===== src/rtl/tk_pkg.sv =====
package tk_pkg;

  localparam int unsigned CFG_AW = 3;

  typedef enum logic [CFG_AW-1:0] {
    CFG_PEND_SECS  = 3'd0,
    CFG_PEND_TICKS = 3'd1,
    CFG_FLAGS      = 3'd2,
    CFG_LOAD       = 3'd3,
    CFG_TPS        = 3'd4
  } cfg_sel_e;

  typedef enum logic [1:0] {
    RB_NOW_SECS  = 2'd0,
    RB_NOW_TICKS = 2'd1,
    RB_CAP_SECS  = 2'd2,
    RB_CAP_TICKS = 2'd3
  } rb_sel_e;

  localparam int unsigned FLAG_POL_BIT = 0;
  localparam int unsigned FLAG_SRC_LSB = 1;

endpackage


===== src/rtl/tk_rst_sync.sv =====
module tk_rst_sync #(
  parameter int unsigned STAGES = 2
) (
  input  logic clk,
  input  logic rst_n,
  output logic rst_sync_n
);

  logic [STAGES-1:0] sync_q;
  logic [STAGES-1:0] sync_d;

  always_comb begin
    sync_d = {sync_q[STAGES-2:0], 1'b1};
  end

  always_ff @(posedge clk or negedge rst_n) begin
    if (!rst_n) begin
      sync_q <= '0;
    end else begin
      sync_q <= sync_d;
    end
  end

  assign rst_sync_n = sync_q[STAGES-1];

endmodule


===== src/rtl/tk_pps_sel.sv =====
module tk_pps_sel #(
  parameter int unsigned NUM_SRC     = 2,
  parameter int unsigned SYNC_STAGES = 2,
  parameter int unsigned SRC_W       = 1
) (
  input  logic               clk,
  input  logic               rst_n,
  input  logic [NUM_SRC-1:0] pps_in,
  input  logic [SRC_W-1:0]   src_sel,
  input  logic               rise_pol,
  output logic               pps_hit
);

  localparam int unsigned CHAIN_W = SYNC_STAGES + 1;

  logic [NUM_SRC-1:0] rise_v;
  logic [NUM_SRC-1:0] fall_v;

  for (genvar g = 0; g < NUM_SRC; g++) begin : g_src
    logic [CHAIN_W-1:0] chain_q;
    logic [CHAIN_W-1:0] chain_d;

    always_comb begin
      chain_d = {chain_q[CHAIN_W-2:0], pps_in[g]};
    end

    always_ff @(posedge clk or negedge rst_n) begin
      if (!rst_n) begin
        chain_q <= '0;
      end else begin
        chain_q <= chain_d;
      end
    end

    // edge seen between the last synchroniser stage and its delayed copy
    assign rise_v[g] = chain_q[CHAIN_W-2] & ~chain_q[CHAIN_W-1];
    assign fall_v[g] = ~chain_q[CHAIN_W-2] & chain_q[CHAIN_W-1];
  end

  logic sel_valid;
  logic edge_pick;

  always_comb begin
    sel_valid = (int'(src_sel) < NUM_SRC);
    edge_pick = 1'b0;
    for (int i = 0; i < NUM_SRC; i++) begin
      if (int'(src_sel) == i) begin
        edge_pick = rise_pol ? rise_v[i] : fall_v[i];
      end
    end
    pps_hit = sel_valid & edge_pick;
  end

endmodule


===== src/rtl/tk_settings.sv =====
module tk_settings
  import tk_pkg::*;
#(
  parameter int unsigned DATA_W      = 32,
  parameter int unsigned SRC_W       = 1,
  parameter logic [31:0] DEFAULT_TPS = 32'd64_000_000
) (
  input  logic              clk,
  input  logic              rst_n,
  input  logic              wr_en,
  input  logic [CFG_AW-1:0] wr_addr,
  input  logic [DATA_W-1:0] wr_data,
  input  logic              pps_hit,
  output logic [DATA_W-1:0] pend_secs,
  output logic [DATA_W-1:0] pend_ticks,
  output logic [DATA_W-1:0] tps,
  output logic              rise_pol,
  output logic [SRC_W-1:0]  src_sel,
  output logic              armed,
  output logic              load_en
);

  localparam int unsigned FLAG_W = FLAG_SRC_LSB + SRC_W;

  logic [DATA_W-1:0] pend_secs_q, pend_secs_d;
  logic [DATA_W-1:0] pend_ticks_q, pend_ticks_d;
  logic [DATA_W-1:0] tps_q, tps_d;
  logic [FLAG_W-1:0] flags_q, flags_d;
  logic              armed_q, armed_d;
  logic              wr_load, load_imm;

  always_comb begin
    pend_secs_d  = pend_secs_q;
    pend_ticks_d = pend_ticks_q;
    tps_d        = tps_q;
    flags_d      = flags_q;
    wr_load      = 1'b0;
    if (wr_en) begin
      unique case (wr_addr)
        CFG_PEND_SECS:  pend_secs_d  = wr_data;
        CFG_PEND_TICKS: pend_ticks_d = wr_data;
        CFG_FLAGS:      flags_d      = wr_data[FLAG_W-1:0];
        CFG_LOAD:       wr_load      = 1'b1;
        CFG_TPS:        tps_d        = wr_data;
        default:        ;
      endcase
    end
    load_imm = wr_load & wr_data[0];
    if (wr_load) begin
      armed_d = ~wr_data[0];
    end else if (pps_hit) begin
      armed_d = 1'b0;
    end else begin
      armed_d = armed_q;
    end
    load_en = load_imm | (armed_q & pps_hit);
  end

  always_ff @(posedge clk or negedge rst_n) begin
    if (!rst_n) begin
      pend_secs_q  <= '0;
      pend_ticks_q <= '0;
      tps_q        <= DATA_W'(DEFAULT_TPS);
      flags_q      <= '0;
      armed_q      <= 1'b0;
    end else begin
      pend_secs_q  <= pend_secs_d;
      pend_ticks_q <= pend_ticks_d;
      tps_q        <= tps_d;
      flags_q      <= flags_d;
      armed_q      <= armed_d;
    end
  end

  assign pend_secs  = pend_secs_q;
  assign pend_ticks = pend_ticks_q;
  assign tps        = tps_q;
  assign rise_pol   = flags_q[FLAG_POL_BIT];
  assign src_sel    = flags_q[FLAG_SRC_LSB +: SRC_W];
  assign armed      = armed_q;

endmodule


===== src/rtl/tk_counter.sv =====
module tk_counter #(
  parameter int unsigned DATA_W = 32
) (
  input  logic              clk,
  input  logic              rst_n,
  input  logic              load_en,
  input  logic [DATA_W-1:0] load_secs,
  input  logic [DATA_W-1:0] load_ticks,
  input  logic [DATA_W-1:0] tps,
  input  logic              cap_en,
  output logic [DATA_W-1:0] secs,
  output logic [DATA_W-1:0] ticks,
  output logic [DATA_W-1:0] cap_secs,
  output logic [DATA_W-1:0] cap_ticks
);

  logic [DATA_W-1:0] secs_q, secs_d;
  logic [DATA_W-1:0] ticks_q, ticks_d;
  logic [DATA_W-1:0] cap_secs_q, cap_secs_d;
  logic [DATA_W-1:0] cap_ticks_q, cap_ticks_d;
  logic [DATA_W:0]   ticks_inc;
  logic              wrap;

  always_comb begin
    ticks_inc = {1'b0, ticks_q} + {{DATA_W{1'b0}}, 1'b1};
    wrap      = (ticks_inc >= {1'b0, tps});
    if (load_en) begin
      secs_d  = load_secs;
      ticks_d = load_ticks;
    end else if (wrap) begin
      secs_d  = secs_q + {{(DATA_W-1){1'b0}}, 1'b1};
      ticks_d = '0;
    end else begin
      secs_d  = secs_q;
      ticks_d = ticks_inc[DATA_W-1:0];
    end
    cap_secs_d  = cap_en ? secs_q  : cap_secs_q;
    cap_ticks_d = cap_en ? ticks_q : cap_ticks_q;
  end

  always_ff @(posedge clk or negedge rst_n) begin
    if (!rst_n) begin
      secs_q      <= '0;
      ticks_q     <= '0;
      cap_secs_q  <= '0;
      cap_ticks_q <= '0;
    end else begin
      secs_q      <= secs_d;
      ticks_q     <= ticks_d;
      cap_secs_q  <= cap_secs_d;
      cap_ticks_q <= cap_ticks_d;
    end
  end

  assign secs      = secs_q;
  assign ticks     = ticks_q;
  assign cap_secs  = cap_secs_q;
  assign cap_ticks = cap_ticks_q;

endmodule


===== src/rtl/tk_timebase.sv =====
module tk_timebase
  import tk_pkg::*;
#(
  parameter int unsigned DATA_W      = 32,
  parameter int unsigned NUM_PPS     = 2,
  parameter int unsigned SYNC_STAGES = 2,
  parameter logic [31:0] DEFAULT_TPS = 32'd64_000_000
) (
  input  logic               clk,
  input  logic               rst_n,
  input  logic               cfg_wr_en,
  input  logic [CFG_AW-1:0]  cfg_addr,
  input  logic [DATA_W-1:0]  cfg_wdata,
  input  logic [NUM_PPS-1:0] pps_in,
  input  logic [3:0]         rd_addr,
  output logic [DATA_W-1:0]  rd_data
);

  localparam int unsigned SRC_W = (NUM_PPS > 1) ? $clog2(NUM_PPS) : 1;

  logic              rst_sync_n;
  logic [DATA_W-1:0] pend_secs, pend_ticks, tps_val;
  logic              rise_pol, load_armed, load_en, pps_hit;
  logic [SRC_W-1:0]  src_sel;
  logic [DATA_W-1:0] now_secs, now_ticks, cap_secs, cap_ticks;

  tk_rst_sync #(.STAGES(2)) u_rst (
    .clk        (clk),
    .rst_n      (rst_n),
    .rst_sync_n (rst_sync_n)
  );

  tk_pps_sel #(
    .NUM_SRC     (NUM_PPS),
    .SYNC_STAGES (SYNC_STAGES),
    .SRC_W       (SRC_W)
  ) u_pps (
    .clk      (clk),
    .rst_n    (rst_sync_n),
    .pps_in   (pps_in),
    .src_sel  (src_sel),
    .rise_pol (rise_pol),
    .pps_hit  (pps_hit)
  );

  tk_settings #(
    .DATA_W      (DATA_W),
    .SRC_W       (SRC_W),
    .DEFAULT_TPS (DEFAULT_TPS)
  ) u_set (
    .clk        (clk),
    .rst_n      (rst_sync_n),
    .wr_en      (cfg_wr_en),
    .wr_addr    (cfg_addr),
    .wr_data    (cfg_wdata),
    .pps_hit    (pps_hit),
    .pend_secs  (pend_secs),
    .pend_ticks (pend_ticks),
    .tps        (tps_val),
    .rise_pol   (rise_pol),
    .src_sel    (src_sel),
    .armed      (load_armed),
    .load_en    (load_en)
  );

  tk_counter #(.DATA_W(DATA_W)) u_cnt (
    .clk        (clk),
    .rst_n      (rst_sync_n),
    .load_en    (load_en),
    .load_secs  (pend_secs),
    .load_ticks (pend_ticks),
    .tps        (tps_val),
    .cap_en     (pps_hit),
    .secs       (now_secs),
    .ticks      (now_ticks),
    .cap_secs   (cap_secs),
    .cap_ticks  (cap_ticks)
  );

  always_comb begin
    unique case (rb_sel_e'(rd_addr[3:2]))
      RB_NOW_SECS:  rd_data = now_secs;
      RB_NOW_TICKS: rd_data = now_ticks;
      RB_CAP_SECS:  rd_data = cap_secs;
      RB_CAP_TICKS: rd_data = cap_ticks;
      default:      rd_data = '0;
    endcase
  end

endmodule


===== config.mk =====
export PLATFORM = sky130hd
export DESIGN_NAME = tk_timebase
export DESIGN_NICKNAME = d
export VERILOG_FILES = /design/src/rtl/tk_pkg.sv /design/src/rtl/tk_rst_sync.sv /design/src/rtl/tk_pps_sel.sv /design/src/rtl/tk_settings.sv /design/src/rtl/tk_counter.sv /design/src/rtl/tk_timebase.sv
export SDC_FILE = /design/constraint.sdc
export NUM_CORES = 1
export LEC_CHECK = 0
export ABC_AREA = 1
export BUFFER_PORTS_ARGS = -buffer_cell sky130_fd_sc_hd__buf_4
export CORE_UTILIZATION = 62
export DETAILED_ROUTE_END_ITERATION = 6
export PLACE_DENSITY_LB_ADDON = 0.25
export SYNTH_ARGS = -nofsm -noshare
export SYNTH_HDL_FRONTEND = slang
export SYNTH_HIERARCHICAL = 1
export SYNTH_SLANG_ARGS = --single-unit

===== constraint.sdc =====
create_clock -name clk -period 9.51 [get_ports clk]
set_input_delay 1.4265 -clock clk [delete_from_list [all_inputs] [get_ports clk]]
set_output_delay 1.4265 -clock clk [all_outputs]
set_load 0.005 [all_outputs]

==> impl_metrics.csv, run 1 <==
group,metric,value,unit
critical_path,cpPeakStageDelay,0.62,ns
drt,wl_per_cell,18.1,microns
sta,tightest_slew,0.990,ns
cells_and_area,area.growth.synth_to_final,10.2,%
cts,post_cts_buffers,0,
critical_path,cp_top_family,"buffers and inverters",
cells_and_area,multi_input_area,0.00604,sq mm
floorplan,core-area,0.0205,sq mm
critical_path,end_kind,"output pin",
run,cap_viol_max_count,0,
cells_and_area,stdcell_count,1929,
cts,clock_latency,0.53,ns
drt,vias,11200,
cells_and_area,fillers,1669,
floorplan,die_w,147,microns
sta,hold_viol_final,0,
floorplan,start_util,63.9,%
yosys,synth_top_cell_by_area,"dfrtp_1",
grt,gr-total-overflow,0,
drt,drt-initial-drc-count,1128,
sta,finalCritPeriodShare,48.6,%
yosys,ys_ff_latch,235,
sta,setup_viol,0,
sta,relSlewSlack,34.0,%
grt,antenna_found_initial,1,
yosys,yosysTopAreaCellShare,43.6,%
drt,routed_wl,34.8,mm
yosys,synth-edff-count,0,
yosys,yosysWarningCount,6,
critical_path,startpoint_type,"input pin",
cts,cts.sinks,235,
cells_and_area,final_common_cell,"nand2_1",
cts,cts.repair.resized,0,
critical_path,path_common_cell,"buf_4",
critical_path,critPathKind,"in2out",
status,status,"complete, no violations",
yosys,syn_area_per_cell,8.12,sq um
cells_and_area,layout.cells.most_common_list,"nand2_1 (461), dfrtp_1 (227), nand3_1 (214), inv_1 (151), nor2_1 (89)",
cells_and_area,post-route-util,70.4,%
critical_path,cp.arrival,3.19,ns
yosys,ys.flop_type,"dfrtp_1",
sta,slew_viol_final,0,
yosys,synthesis.area,0.0131,sq mm
cts,cts_tree,"done",
drt,avgViaCountPerCell,5.80,
sta,clock_skew,0.00981,ns
cts,cts_made_buffers,26,
floorplan,floorplan.rows,52,
drt,dr.pass1.iters,5,
cts,hold_buffers,0,
pwr,total_power,3980,uW
cells_and_area,drive_gt1_share,15.2,%
cells_and_area,diodes,0,
pwr,switching_share,37.5,%
critical_path,required,8.08,ns
yosys,syn_inst,1612,
pwr,switchingPower,1490,uW
critical_path,crit_chain,"buf_4 > inv_2 > nand3_1 > nand4_1 > buf_4",
critical_path,cp_max_fo,66,
pwr,pwr-share-clk,27.3,%
drt,drc_errors,0,
sta,finalCriticalPeriod,4.62,ns
pwr,pwr-share-seq,41.3,%
place,dp.cells,1881,
pwr,p_int,2490,uW
cts,ctsRootBufferMaster,"clkbuf_16",
pwr,leakage,0.00722,uW
grt,grtUsageTotal,33.4,%
cts,cts_buffer_depth,3,
place,dp_hpwl,23.1,mm
grt,grt_max_degree,87,
cts,cts_max_level,1,
yosys,ys_seq_area_share,45.0,%
pwr,combPwrFrac,31.4,%
grt,grt_pass1_vias,10700,
pwr,ir_drop,156,uV
critical_path,critPathBufInv,3,
grt,grt_pass1_wl,56.7,mm
cells_and_area,seqCellArea,0.00589,sq mm
yosys,synth_area_leaders,"dfrtp_1 (44%), nand2_1 (13%), nand3_1 (8.2%)",
yosys,ys_types,41,
sta,max_freq,0.217,GHz
place,port_buffers,73,
yosys,ys_async_sr_fraction,100,%
yosys,synth.net_count,1690,
drt,postRouteAntennaNets,0,
critical_path,crit_slowest_cell,"buf_4",
sta,tns,0,ns
floorplan,io_pins,76,
cells_and_area,fin_nets,1717,
floorplan,die_area,0.0217,sq mm
worst_hold_path,worstHoldPathType,"reg2reg",
sta,rsz0062_at_grt,"false",
floorplan,die_y,147,microns
pwr,power.density,276,mW/mm^2
place,gp_congestion,0.942,
cts,clk_pin_slew,0.06,ns
[worst reg2reg max path, delay by kind of cell (launching register included)]
kind | cells | cell delay [ns]
AND/OR/NAND/NOR | 11 | 1.67
buffers and inverters | 4 | 0.68
adder cells (fa/ha/maj) | 2 | 0.53
flip-flops | 1 | 0.49
AO/OA/AOI/OAI | 2 | 0.37
XOR/XNOR | 1 | 0.20
[registers in the layout, summed over array words and instances (netlist names)]
signal,flops
u_rst/sync_q,2
u_set/tps,32
u_set/pend_secs,32
u_set/armed,1
u_cnt/ticks,32
u_set/flags_q,2
u_cnt/cap_secs,32
u_cnt/cap_ticks,32
u_set/pend_ticks,32
u_cnt/secs,32
u_pps/g_src.chain_q,6
[power groups by stage]
stage	Combinational [uW]	Sequential, uW	Clock (uW)
5_1_grt	1410	1690	1140
2_1_floorplan	917	1540	0
3_3_place_gp	1180	1630	0
3_5_place_dp	1230	1650	0
4_1_cts	1240	1630	1100
6_report	1250	1640	1090
[routing by layer]
metal	vias to the layer above	global-route usage [%]	routed length, microns
li1	5307	-	-
met1	5351	48.6	15000
met2	482	51.7	15900
met3	53	6.43	3220
met4	2	8.20	696
met5	-	0	13
[worst paths after layout]
kind,end,slack (ns),depth (start not counted),from
max,rd_data[15],4.89,5,rd_addr[3]
min,u_pps/g_src[0].chain_q[1],0.35,0,u_pps/g_src[0].chain_q[0]
min in group asynchronous,u_set/pend_secs[22],0.49,0,u_rst/sync_q[1]
max in group asynchronous,u_cnt/cap_ticks[8],7.43,1,u_rst/sync_q[1]
min reg2reg,u_pps/g_src[0].chain_q[1],0.35,0,u_pps/g_src[0].chain_q[0]
max reg2reg,u_cnt/secs[20],5.50,20,u_cnt/ticks[0]
[synthesized netlist by cell type, drive strengths merged, types with 4 or more instances]
library cell / count
mux2: 28
buf: 61
dfstp: 7
nand3: 226
nand4: 52
xnor2: 8
inv: 156
a31oi: 4
nor2: 103
clkbuf: 23
xor2: 31
nand2: 467
dfrtp: 228
o21ai: 95
nor3: 23
ha: 34
a21oi: 51
[kinds of logic after synthesis]
kind of cell,share of synthesized area [%]
adder cells (fa/ha/maj),3.25
flip-flops,45.0
multiplexers,2.41
AO/OA/AOI/OAI,7.49
other,0.0286
AND/OR/NAND/NOR,30.1
XOR/XNOR,2.61
buffers and inverters,9.10
[final cells by class]
| cell class | count | area share [%] |
|---|---|---|
| Sequential cell | 235 | 40.9 |
| Clock buffer | 39 | 5.48 |
| Inverter | 157 | 4.09 |
| Multi-Input combinational cell | 1136 | 41.9 |
| Tap cell | 270 | 2.34 |
| Timing Repair Buffer | 83 | 4.32 |
| Clock inverter | 9 | 1.03 |
[stage by stage]
stage | hold slack [ns] | area, sq um | setup slack (ns)
after floorplan | 0.331 | 13100 | 2.49
after global placement | 0.334 | 13500 | 5.00
after detailed placement | 0.340 | 13500 | 4.98
after CTS | 0.354 | 14400 | 4.96
after global routing | 0.356 | 14400 | 4.82
final | 0.349 | 14400 | 4.89
No activity file was read; power rests on OpenSTA's default activity.
==> run 2: changes to the inputs <==
Settings changed: ABC_AREA 1 to 0, CORE_UTILIZATION 62 to 61.
Clock period 9.51 ns to 4.8 ns, I/O delays scaled along.
==> impl_metrics.csv, run 2 <==
group,metric,value,unit
yosys,ys_seq_area_share,48.6,%
floorplan,io_pins,76,
critical_path,cp_max_fo,22,
drt,avgViaCountPerCell,6.28,
cts,cts_tree,"done",
sta,slew_viol_final,0,
yosys,synth_commonest_cells,"dfrtp_1 (228), mux2_2 (101), inv_1 (60), mux2_4 (60), o21ai_0 (36)",
worst_hold_path,worstHoldPathType,"in2reg",
floorplan,die_area,0.0204,sq mm
yosys,synth_top_cell_by_area,"dfrtp_1",
cts,ctsRootBufferMaster,"clkbuf_16",
yosys,synth_area_leaders,"dfrtp_1 (47%), mux2_2 (9.4%), mux2_4 (7.4%)",
grt,grtUsageTotal,28.1,%
critical_path,critPathKind,"reg2reg",
drt,drt-initial-drc-count,473,
critical_path,end_kind,"flip-flop",
critical_path,startpoint_type,"flip-flop",
floorplan,floorplan.rows,51,
drt,routed_wl,27.5,mm
yosys,ys_async_sr_fraction,100,%
drt,drc_errors,0,
pwr,power.density,548,mW/mm^2
grt,gr-total-overflow,0,
critical_path,required,5.18,ns
cts,clock_latency,0.53,ns
status,status,"complete, no violations",
cells_and_area,design_area,0.0136,sq mm
cells_and_area,final_common_cell,"dfrtp_1",
cells_and_area,fin_nets,1084,
sta,max_freq,0.230,GHz
place,port_buffers,73,
drt,dr.pass1.iters,5,
cts,clk_pin_slew,0.06,ns
sta,hold_viol_final,0,
place,gp_congestion,0.858,
drt,vias,8102,
cells_and_area,area.growth.synth_to_final,12.6,%
yosys,synthesis.area,0.0121,sq mm
cts,cts_made_buffers,26,
floorplan,die_y,143,microns
pwr,ir_drop,298,uV
cells_and_area,drive_gt1_share,34.2,%
floorplan,core-area,0.0195,sq mm
yosys,synth-edff-count,0,
cts,cts.sinks,235,
sta,tns,0,ns
critical_path,rr_startpoint,"u_cnt/ticks[0]",
pwr,leakage,0.00622,uW
critical_path,crit_path_start,"u_cnt/ticks[0]",
drt,wl_per_cell,21.3,microns
yosys,yosysWarningCount,6,
place,dp_hpwl,17.6,mm
yosys,syn_area_per_cell,12.9,sq um
sta,finalCritPeriodShare,90.6,%
sta,fin_ws,0.451,ns
cells_and_area,layout.cells.most_common_list,"dfrtp_1 (227), mux2_2 (101), buf_4 (91), inv_1 (60), mux2_4 (60)",
yosys,ys_types,70,
run,cap_viol_max_count,0,
sta,rsz0062_at_grt,"false",
place,place_ws,0.609,ns
sta,tightest_slew,0.989,ns
cells_and_area,diodes,0,
sta,finalCriticalPeriod,4.35,ns
sta,setup_viol,0,
cts,cts_max_level,1,
cts,post_cts_buffers,0,
yosys,ys_ff_latch,235,
cts,cts_buffer_depth,3,
grt,grt_pass1_wl,44.2,mm
critical_path,cp.arrival,4.73,ns
yosys,synth.net_count,1015,
sta,clock_skew,0.0141,ns
yosys,ys.flop_type,"dfrtp_1",
floorplan,start_util,62.3,%
yosys,syn_inst,937,
floorplan,die_w,143,microns
worst_hold_path,min_from,"pps_in[0]",
drt,postRouteAntennaNets,0,
yosys,yosysTopAreaCellShare,47.1,%
grt,grt_max_degree,115,
yosys,synth.most_common_cell,"dfrtp_1",
sta,relSlewSlack,34.0,%
cells_and_area,post-route-util,70.1,%
grt,antenna_found_initial,0,
place,place_area,0.0128,sq mm
grt,grt_pass1_vias,8180,
run 2: routing by layer:
metal,track usage (%),vias up,share of wire (%)
li1,-,3622,-
met1,39.6,4158,44
met2,45.3,267,48
met3,3.79,55,4.9
met4,8.72,0,2.9
met5,0,-,0
run 2: path summary, 6_finish.rpt:
path / end / slack [ns] / cells past startpoint
min: u_pps/g_src[0].chain_q[0] / 0.30 / 1
max in group asynchronous: u_cnt/ticks[5] / 3.19 / 1
min in group asynchronous: u_set/pend_ticks[30] / 0.48 / 0
max reg2reg: u_cnt/secs[1] / 0.45 / 13
max: u_cnt/secs[1] / 0.45 / 13
min reg2reg: u_pps/g_src[0].chain_q[1] / 0.35 / 0
run 2: what timing repair did:
| item | CTS | global route |
|---|---|---|
| hold buffers | 1 | 0 |
| resized for setup | 0 | 0 |
| endpoints found under the hold margin | 2 | 0 |
run 2: area by class of cell:
type / count / area [sq um]
sequential: 235 / 5890
fill: 1400 / 5820
multi-input combinational: 589 / 5670
clock buffer: 39 / 761
timing repair buffer: 93 / 713
tap: 265 / 332
inverter: 61 / 229
clock inverter: 8 / 43.8
run 2: kinds of logic (layout without fill, tap and decap cells):
logic type      Yosys count  in the layout  share of synthesized area (%)
flops                   235            235                           48.6
mux                     202            202                           23.6
compound gates          163            163                           9.47
simple gates            159            159                           7.66
buf+inv                 113            201                           4.98
fa+ha+maj                34             34                           3.51
xor+xnor                 30             30                           2.17
other cells               1              1                         0.0309
run 2: stage by stage:
stage               std cells  power, uW  hold slack [ns]
global route             1290       7870            0.285
detailed placement       1242       5570            0.336
global placement         1242       5450            0.333
CTS                      1290       7490            0.289
finish                   1290       7470            0.300
floorplan                 937       4750            0.331
run 2: critical path, stage by stage (launching register included):
cell and delay, ns:
dfrtp_1 0.48, ha_1 0.26, nand4_1 0.31, nor3_2 0.66, and3_1 0.28, nand2_1 0.07, xnor2_1 0.25, ha_1 0.30
a21o_1 0.18, a211oi_1 0.40, nand4_1 0.30, nor2_2 0.19, buf_4 0.37, o21ai_0 0.15
run 2: report_power, final:
part / leakage, uW / switching [uW] / internal, uW
Sequential: 0.00289 / 639 / 2640
Combinational: 0.00293 / 1040 / 1280
Clock: 0.000402 / 783 / 1090
Total: 0.00622 / 2460 / 5010
==> run 3: changes to the inputs <==
Settings changed: CORE_UTILIZATION 61 to 60, SKIP_CTS_REPAIR_TIMING set to 1.
==> impl_metrics.csv, run 3 (synthesis results as in run 2) <==
group,metric,value,unit
status,status,"complete, no violations",
run,cap_viol_max_count,0,
drt,vias,8049,
drt,dr.pass1.iters,5,
place,gp_congestion,0.869,
pwr,switching_share,32.0,%
drt,wl_per_cell,21.5,microns
pwr,combPwrFrac,30.7,%
cells_and_area,area.growth.synth_to_final,13.2,%
pwr,switchingPower,2410,uW
sta,tightest_slew,0.943,ns
grt,grt_pass1_wl,44.9,mm
drt,drt-initial-drc-count,646,
critical_path,startpoint_type,"flip-flop",
critical_path,cp_max_fo,15,
floorplan,die_area,0.0208,sq mm
worst_hold_path,worstHoldPathType,"in2reg",
critical_path,crit_slowest_cell,"nor3_1",
grt,gr-total-overflow,0,
cts,cts_buffer_depth,3,
cts,clk_pin_slew,0.06,ns
sta,setup_viol,0,
sta,rsz0062_at_grt,"false",
critical_path,end_kind,"flip-flop",
pwr,p_int,5140,uW
critical_path,required,5.22,ns
sta,finalCriticalPeriod,4.23,ns
cts,cts_tree,"done",
place,place_ws,0.611,ns
sta,finalCritPeriodShare,88.2,%
place,dp_hpwl,18.1,mm
sta,tns,0,ns
sta,max_freq,0.236,GHz
drt,drc_errors,0,
critical_path,cp_top_family,"simple AND/OR/NAND/NOR gates",
drt,postRouteAntennaNets,0,
drt,routed_wl,27.8,mm
critical_path,critPathBufInv,1,
cells_and_area,final_common_cell,"dfrtp_1",
critical_path,crit_chain,"and4_1 > nand2_1 > nor3_1 > nand3_1 > xnor2_1 > ha_1 > a21oi_1 > a21boi_0 > o41ai_1 > a31o_2 > nand2_1 > buf_4 > a22oi_1",
critical_path,critPathKind,"reg2reg",
drt,avgViaCountPerCell,6.23,
cells_and_area,post-route-util,69.8,%
floorplan,die_y,144,microns
sta,fin_ws,0.566,ns
cts,cts_max_level,1,
sta,relSlewSlack,37.1,%
place,port_buffers,73,
cells_and_area,drive_gt1_share,34.6,%
cells_and_area,layout.cells.most_common_list,"dfrtp_1 (227), mux2_2 (101), buf_4 (95), inv_1 (60), mux2_4 (60)",
cts,cts_made_buffers,24,
pwr,ir_drop,413,uV
critical_path,path_common_cell,"nand2_1",
floorplan,start_util,61.7,%
grt,antenna_found_initial,0,
grt,grt_pass1_vias,8377,
grt,grt_max_degree,111,
floorplan,io_pins,76,
pwr,pwr-share-seq,43.1,%
pwr,leakage,0.00626,uW
sta,hold_viol_final,0,
grt,grtUsageTotal,28.3,%
critical_path,cpPeakStageDelay,0.66,ns
floorplan,die_w,144,microns
floorplan,floorplan.rows,51,
cts,ctsRootBufferMaster,"clkbuf_16",
critical_path,cp.arrival,4.66,ns
pwr,pwr-share-clk,26.2,%
cts,cts.sinks,235,
cells_and_area,fillers,1460,
cells_and_area,fin_nets,1086,
sta,clock_skew,0.0104,ns
cells_and_area,diodes,0,
cts,clock_latency,0.52,ns
sta,slew_viol_final,0,
floorplan,core-area,0.0197,sq mm
pwr,power.density,550,mW/mm^2
## run 3: cell count changes in the layout (fill, tap and decap cells not counted), sizes merged
cell	previous run	this run
clkbuf	39	40
bufinv	0	2
buf	92	96
clkinv	8	2
## run 3: cell type report
type | count | area [sq um] | area share (%)
Clock buffer | 40 | 782 | 5.70
Clock inverter | 4 | 70.1 | 0.511
Inverter | 61 | 229 | 1.67
Multi-Input combinational cell | 589 | 5670 | 41.3
Sequential cell | 235 | 5890 | 43.0
Tap cell | 265 | 332 | 2.42
Timing Repair Buffer | 97 | 743 | 5.42
## run 3: path summary, 6_finish.rpt
| kind | depth (start not counted) | endpoint | from | slack (ns) |
|---|---|---|---|---|
| worst max-delay path | 13 | u_cnt/secs[17] | u_cnt/ticks[2] | 0.57 |
| max in group asynchronous | 1 | u_cnt/ticks[21] | u_rst/sync_q[1] | 3.27 |
| worst min-delay path | 1 | u_pps/g_src[0].chain_q[0] | pps_in[0] | 0.31 |
| min in group asynchronous | 0 | u_pps/g_src[0].chain_q[2] | u_rst/sync_q[1] | 0.35 |
| worst min register to register | 0 | u_pps/g_src[0].chain_q[2] | u_rst/sync_q[1] | 0.35 |
| worst max register to register | 13 | u_cnt/secs[17] | u_cnt/ticks[2] | 0.57 |
## run 3: worst reg2reg max path: cells and delay by family, from the launching register on
family / cells / cell delay [ns]
and+or+nand+nor: 5 / 1.48
DFF: 1 / 0.47
buffers and inverters: 1 / 0.24
AOI/OAI and AO/OA: 5 / 1.39
adders and majority gates: 1 / 0.31
xor gates and xnor gates: 1 / 0.25
## run 3: stage by stage
step / cells / power, uW / area [sq um] / hold slack, ns
floorplan: 937 / 4750 / 12100 / 0.331
global placement: 1246 / 5460 / 12900 / 0.333
CTS: 1290 / 7570 / 13700 / -0.0458
global route: 1291 / 7970 / 13700 / 0.288
detailed placement: 1246 / 5560 / 12900 / 0.336
finish: 1291 / 7550 / 13700 / 0.310
## run 3: per-layer routing
metal	GRT usage, %	vias to the layer above	part of all wire, %
li1	-	3617	-
met1	39.8	4121	45
met2	45.4	255	47
met3	4.24	56	5.3
met4	9.07	0	3.0
met5	0	-	0
## run 3: power groups by stage
stage | Clock [uW] | Sequential [uW] | Combinational, uW
after CTS | 2010 | 3240 | 2310
after global routing | 2080 | 3350 | 2540
final | 1980 | 3250 | 2320
after floorplan | 0 | 3060 | 1690
after detailed placement | 0 | 3270 | 2290
after global placement | 0 | 3230 | 2230
